$ cat src/rtl/synth_pkg.sv
// Package synth_pkg
// Shared field positions and the register width for the synthesizer
// control register. Bit positions are fixed because software decodes them.
package synth_pkg;
    localparam int unsigned REG_W    = 8;
    localparam int unsigned BIT_LOCK = 0;
    localparam int unsigned BIT_EN   = 1;
    localparam int unsigned BIT_RATE = 2;
    localparam int unsigned FIELD_N  = 3;

    // Stored software-controlled fields
    typedef struct packed {
        logic rate;
        logic en;
    } synth_cfg_t;
endpackage

$ cat src/rtl/synth_cfg_bits.sv
// Module synth_cfg_bits
// Holds the writable rate and enable fields, forms the effective enable
// (forced by the system-source input) and flags writes that must restart
// the lock interval. Assumes one write per cycle and REG_W > FIELD_N.
module synth_cfg_bits
    import synth_pkg::*;
#(
    parameter int unsigned W = REG_W
) (
    input  logic         clk,
    input  logic         rst_n,
    input  logic         wr,
    input  logic [W-1:0] wdata,
    input  logic         src_forced,
    output synth_cfg_t   cfg,
    output logic         en_eff,
    output logic         restart
);
    logic wr_rate;
    logic wr_en;

    assign wr_rate = wdata[BIT_RATE];
    assign wr_en   = wdata[BIT_EN];

    // Load the writable fields on a bus write
    always_ff @(posedge clk) begin
        if (!rst_n) begin
            cfg <= '0;
        end else if (wr) begin
            cfg.rate <= wr_rate;
            cfg.en   <= wr_en;
        end
    end

    // Effective enable: software bit or forced by clock-source selection
    always_comb begin
        en_eff = cfg.en | src_forced;
    end

    // Restart request: rate change, or an unforced disable
    always_comb begin
        restart = wr && ((wr_rate != cfg.rate) || (!wr_en && !src_forced));
    end
endmodule

$ cat src/rtl/synth_lock_timer.sv
// Module synth_lock_timer
// Behavioural lock model: counts reference ticks while running and raises
// a sticky lock flag on the LOCK_CYCLES-th tick. Not running or a restart
// request returns it to zero; restart wins over a coincident tick.
// Assumes LOCK_CYCLES >= 1.
module synth_lock_timer #(
    parameter int unsigned LOCK_CYCLES = 1000
) (
    input  logic clk,
    input  logic rst_n,
    input  logic run,
    input  logic restart,
    input  logic tick,
    output logic locked
);
    localparam int unsigned CNT_W = (LOCK_CYCLES < 2) ? 1 : $clog2(LOCK_CYCLES);
    localparam logic [CNT_W-1:0] LAST = CNT_W'(LOCK_CYCLES - 1);

    logic [CNT_W-1:0] cnt;
    logic             clear;
    logic             done;

    // Zero the model whenever not running or restarting
    always_comb begin
        clear = !run || restart;
        done  = tick && (cnt == LAST);
    end

    // Tick counter and lock flag
    always_ff @(posedge clk) begin
        if (!rst_n || clear) begin
            cnt    <= '0;
            locked <= 1'b0;
        end else if (tick && !locked) begin
            if (done) begin
                locked <= 1'b1;
            end else begin
                cnt <= cnt + 1'b1;
            end
        end
    end
endmodule

$ cat src/rtl/synth_ctl_reg.sv
// Module synth_ctl_reg
// Control and lock-status register of an on-chip frequency synthesizer.
// Bits: 2 rate select, 1 enable (forced on while the synthesizer is the
// system source), 0 read-only lock flag; the upper bits read zero.
// Assumes a single bus clock, synchronous active-low reset, and a ref_tick
// pulse already synchronised to clk.
module synth_ctl_reg
    import synth_pkg::*;
#(
    parameter int unsigned REG_W_P     = REG_W,
    parameter int unsigned LOCK_CYCLES = 1000
) (
    input  logic               clk,
    input  logic               rst_n,
    input  logic               bus_wr,
    input  logic [REG_W_P-1:0] bus_wdata,
    output logic [REG_W_P-1:0] bus_rdata,
    input  logic               sys_src_sel,
    input  logic               ref_tick,
    output logic               synth_en,
    output logic               osc_req,
    output logic               rate_hi,
    output logic               synth_locked
);
    localparam int unsigned RSV_N = REG_W_P - FIELD_N;

    synth_cfg_t cfg;
    logic       en_eff;
    logic       restart;
    logic       lock_raw;

    synth_cfg_bits #(.W(REG_W_P)) u_bits (
        .clk        (clk),
        .rst_n      (rst_n),
        .wr         (bus_wr),
        .wdata      (bus_wdata),
        .src_forced (sys_src_sel),
        .cfg        (cfg),
        .en_eff     (en_eff),
        .restart    (restart)
    );

    synth_lock_timer #(.LOCK_CYCLES(LOCK_CYCLES)) u_lock (
        .clk     (clk),
        .rst_n   (rst_n),
        .run     (en_eff),
        .restart (restart),
        .tick    (ref_tick),
        .locked  (lock_raw)
    );

    // Drive synthesizer controls and mask lock by the live enable
    always_comb begin
        synth_en     = en_eff;
        osc_req      = en_eff;
        rate_hi      = cfg.rate;
        synth_locked = lock_raw & en_eff;
    end

    // Read-back mux: reserved bits forced to zero
    always_comb begin
        bus_rdata           = '0;
        bus_rdata[BIT_RATE] = cfg.rate;
        bus_rdata[BIT_EN]   = en_eff;
        bus_rdata[BIT_LOCK] = synth_locked;
        bus_rdata[REG_W_P-1 -: RSV_N] = '0;
    end
endmodule

$ cat config.mk
export PLATFORM = sky130hd
export DESIGN_NAME = synth_ctl_reg
export DESIGN_NICKNAME = d
export VERILOG_FILES = /design/src/rtl/synth_pkg.sv /design/src/rtl/synth_cfg_bits.sv /design/src/rtl/synth_lock_timer.sv /design/src/rtl/synth_ctl_reg.sv
export SDC_FILE = /design/constraint.sdc
export NUM_CORES = 1
export LEC_CHECK = 0
export ABC_AREA = 1
export BUFFER_PORTS_ARGS = -buffer_cell sky130_fd_sc_hd__buf_2
export CORE_ASPECT_RATIO = 1.4
export CORE_MARGIN = 2
export CORE_UTILIZATION = 40
export CTS_CLUSTER_SIZE = 20
export DETAILED_ROUTE_END_ITERATION = 6
export GPL_TIMING_DRIVEN = 1
export HOLD_SLACK_MARGIN = 0.05
export PLACE_DENSITY = 0.72
export SKIP_LAST_GASP = 1
export SYNTH_ARGS = -nofsm -noshare
export SYNTH_HDL_FRONTEND = slang
export SYNTH_SLANG_ARGS = --single-unit
$ cat constraint.sdc
create_clock -name clk -period 1.6 [get_ports clk]
set_clock_uncertainty 0.2 [all_clocks]
set_input_delay 0.24 -clock clk [delete_from_list [all_inputs] [get_ports clk]]
set_output_delay 0.24 -clock clk [all_outputs]
set_load 0.02 [all_outputs]
==> impl_metrics.csv <==
group,metric,value,unit
synthesis,ys_seq_area_share,32.5,%
detailed_routing,via_per_inst,4.80,
clock_tree,clkTransAtPathRegs,0.08,ns
floorplanning,rows,19,
detailed_routing,drc_errors,0,
setup_path,cp-endpoint,"u_bits.cfg[0]",
final_layout,drive_gt1_share,20.1,%
timing,fin_ws,0.0233,ns
place,placed_area,847,sq um
detailed_routing,dr.pass1.iters,4,
final_layout,fin_nets,154,
synthesis,avgSynthCellArea,6.62,sq um
setup_path,worstReg2RegStart,"u_lock.cnt[1]",
synthesis,synth-seq-cells,13,
detailed_routing,drt-initial-drc-count,11,
floorplanning,pin_count,25,
clock_tree,cts_tree,"yes",
floorplanning,die_w,41.8,microns
final_layout,final_common_cell,"nand2_1",
synthesis,netlist.top_cell.by_area,"dfxtp_1",
setup_path,crit_fanout,2,
clock_tree,ctsRootBufferMaster,"clkbuf_4",
clock_tree,numCtsBuffers,3,
final_layout,nFillCells,198,
synthesis,ys_warn_count,0,
synthesis,synth_top_area_share,32.5,%
job,maxCapViolCount,0,
setup_path,path_class,"input pin to flip-flop",
setup_path,r2r_cells,8,
synthesis,ys_top_cells_by_area,"dfxtp_1, nand2_1, nor2_1",
clock_tree,htreeDepth,1,
detailed_routing,routed_wl,1640,microns
floorplanning,die_y,56.9,microns
setup_path,r2r-end,"u_lock.cnt[0]",
timing,finalSetupViolCount,0,
setup_path,cp-end-kind,"flip-flop",
global_route,overflow,0,
detailed_routing,wl_per_cell,10.2,microns
floorplanning,start_util,41.6,%
setup_path,cp_slowest_cell,"dlygate4sd3_1",
setup_path,crit_path_cell_trace,"buf_2 > dlygate4sd3_1 > inv_1 > a21oi_1 > dlygate4sd3_1",
timing,maxSlewViolCount,0,
floorplanning,die_area,0.00238,sq mm
final_layout,stdcell_area,930,sq um
timing,finalSetupTns,0,ns
timing,finalCritPeriodShare,98.5,%
timing,maxClockFrequency,634,MHz
place,dp_worst_setup_slack,0.0817,ns
setup_path,worstPathArrival,1.55,ns
timing,hold_viol,0,
power,power.static_leakage,0.405,nW
global_route,grt_max_degree,9,
setup_path,worst_setup_path_start_kind,"input pin",
timing,fin_hold_ws,0.155,ns
final_layout,fin_util,48.3,%
synthesis,synthCells,121,
power,power_density,687,mW/mm^2
timing,rsz0062_at_grt,"no",
setup_path,slowest_delay,0.55,ns
synthesis,synth_cell_types,21,
detailed_routing,ant_nets,0,
setup_path,required,1.57,ns
floorplanning,core,0.00193,sq mm
setup_path,rrSetupSlack,0.11,ns
detailed_routing,via_count,768,
clock_tree,clock_sinks,13,
final_layout,diodes,0,
synthesis,synth_area,801,sq um
global_route,antenna_found_initial,0,
status,status,"finished clean",
clock_tree,cts_setup_buffers,0,
timing,finalCriticalPeriod,1.58,ns
clock_tree,clk_path_buf_depth,2,
power,ir_worst_vdd,0.506,mV
clock_tree,clk_latency,0.28,ns
setup_path,path_common_cell,"dlygate4sd3_1",
final_layout,final_cell_mix,"nand2_1, nor2_1, inv_1",
global_route,grt_pass1_wl,2790,microns
worst_hold_path,hp-class,"input pin to flip-flop",
global_route,grt_util_all_layers,15.4,%
place,io_buffers,13,
global_route,grt_pass1_vias,721,
place,dp_hpwl,1200,microns
place,gp_congestion,0.780,
setup_path,crit_path_start,"bus_wdata[1]",
final_layout,syn2layout_area_growth,16.1,%
power breakdown:
part	internal (mW)	leakage [nW]	switching [mW]
Combinational	0.0361	0.284	0.0612
Sequential	0.330	0.106	0.00506
Clock	0.0970	0.0150	0.110
Total	0.463	0.405	0.176
metal layers:
metal	vias up	wire, microns	global-route usage [%]
li1	400	-	-
met3	5	49	1.90
met1	346	653	15.0
met5	-	0	0
met2	17	892	29.7
met4	0	39	9.68
worst min-delay path by stage:
stage | from | to | slack (ns) | cells past startpoint
3_3_place_gp | bus_wdata[1] | u_bits.cfg[0] | 0.29 | 3
4_1_cts | bus_wr | u_bits.cfg[1] | 0.13 | 3
6_report | rst_n | u_lock.cnt[4] | 0.15 | 5
5_1_grt | bus_wr | u_lock.cnt[6] | 0.16 | 4
2_1_floorplan | bus_wr | u_bits.cfg[0] | 0.13 | 1
3_5_place_dp | bus_wdata[1] | u_bits.cfg[0] | 0.29 | 3
synthesized netlist by cell type (all sizes together):
master / instances
a21oi: 6
buf: 9
ha: 1
nand2: 28
nand3b: 1
inv: 16
a21boi: 1
xnor2: 1
nand3: 9
o21ai: 3
nor3: 3
nor2: 26
conb: 1
dfxtp: 13
nand4: 2
or2: 1
metrics by stage:
stage          power [mW]  std cells
6_report            0.639        160
5_1_grt             0.677        160
4_1_cts             0.641        160
3_5_place_dp        0.427        151
3_3_place_gp        0.424        151
2_1_floorplan       0.416        125
registers in the layout, indices dropped and copies added (netlist names):
signal,cells
u_bits.cfg,2
u_lock.locked,1
u_lock.cnt,10
area by class of cell:
cell class	count	area (sq um)	area share [%]
Inverter	16	60.1	6.46
Tap cell	21	26.3	2.83
Clock buffer	4	26.3	2.83
Timing Repair Buffer	19	123	13.2
Multi-Input combinational cell	87	433	46.6
Sequential cell	13	262	28.1
worst max-delay path: cells and delay by family:
kind | cells | cell delay [ns]
buf+inv | 4 | 1.25
compound gates | 1 | 0.05
kinds of logic (layout without fill, tap and decap cells):
kind of cell    Yosys count  after routing  synth area share [%]
buf+inv                  25             39                  15.9
simple gates             70             70                  41.4
fa+ha+maj                 1              1                  1.56
compound gates           10             10                  7.03
xor+xnor                  1              1                  1.09
flops                    13             13                  32.5
other cells               1              5                 0.468
timing repair:
item,CTS,global route
hold buffers,5,0
endpoints found under the hold margin,2,0
resized for setup,0,2
endpoints found under the setup margin,0,2
Power figures use the tool's default switching activity.
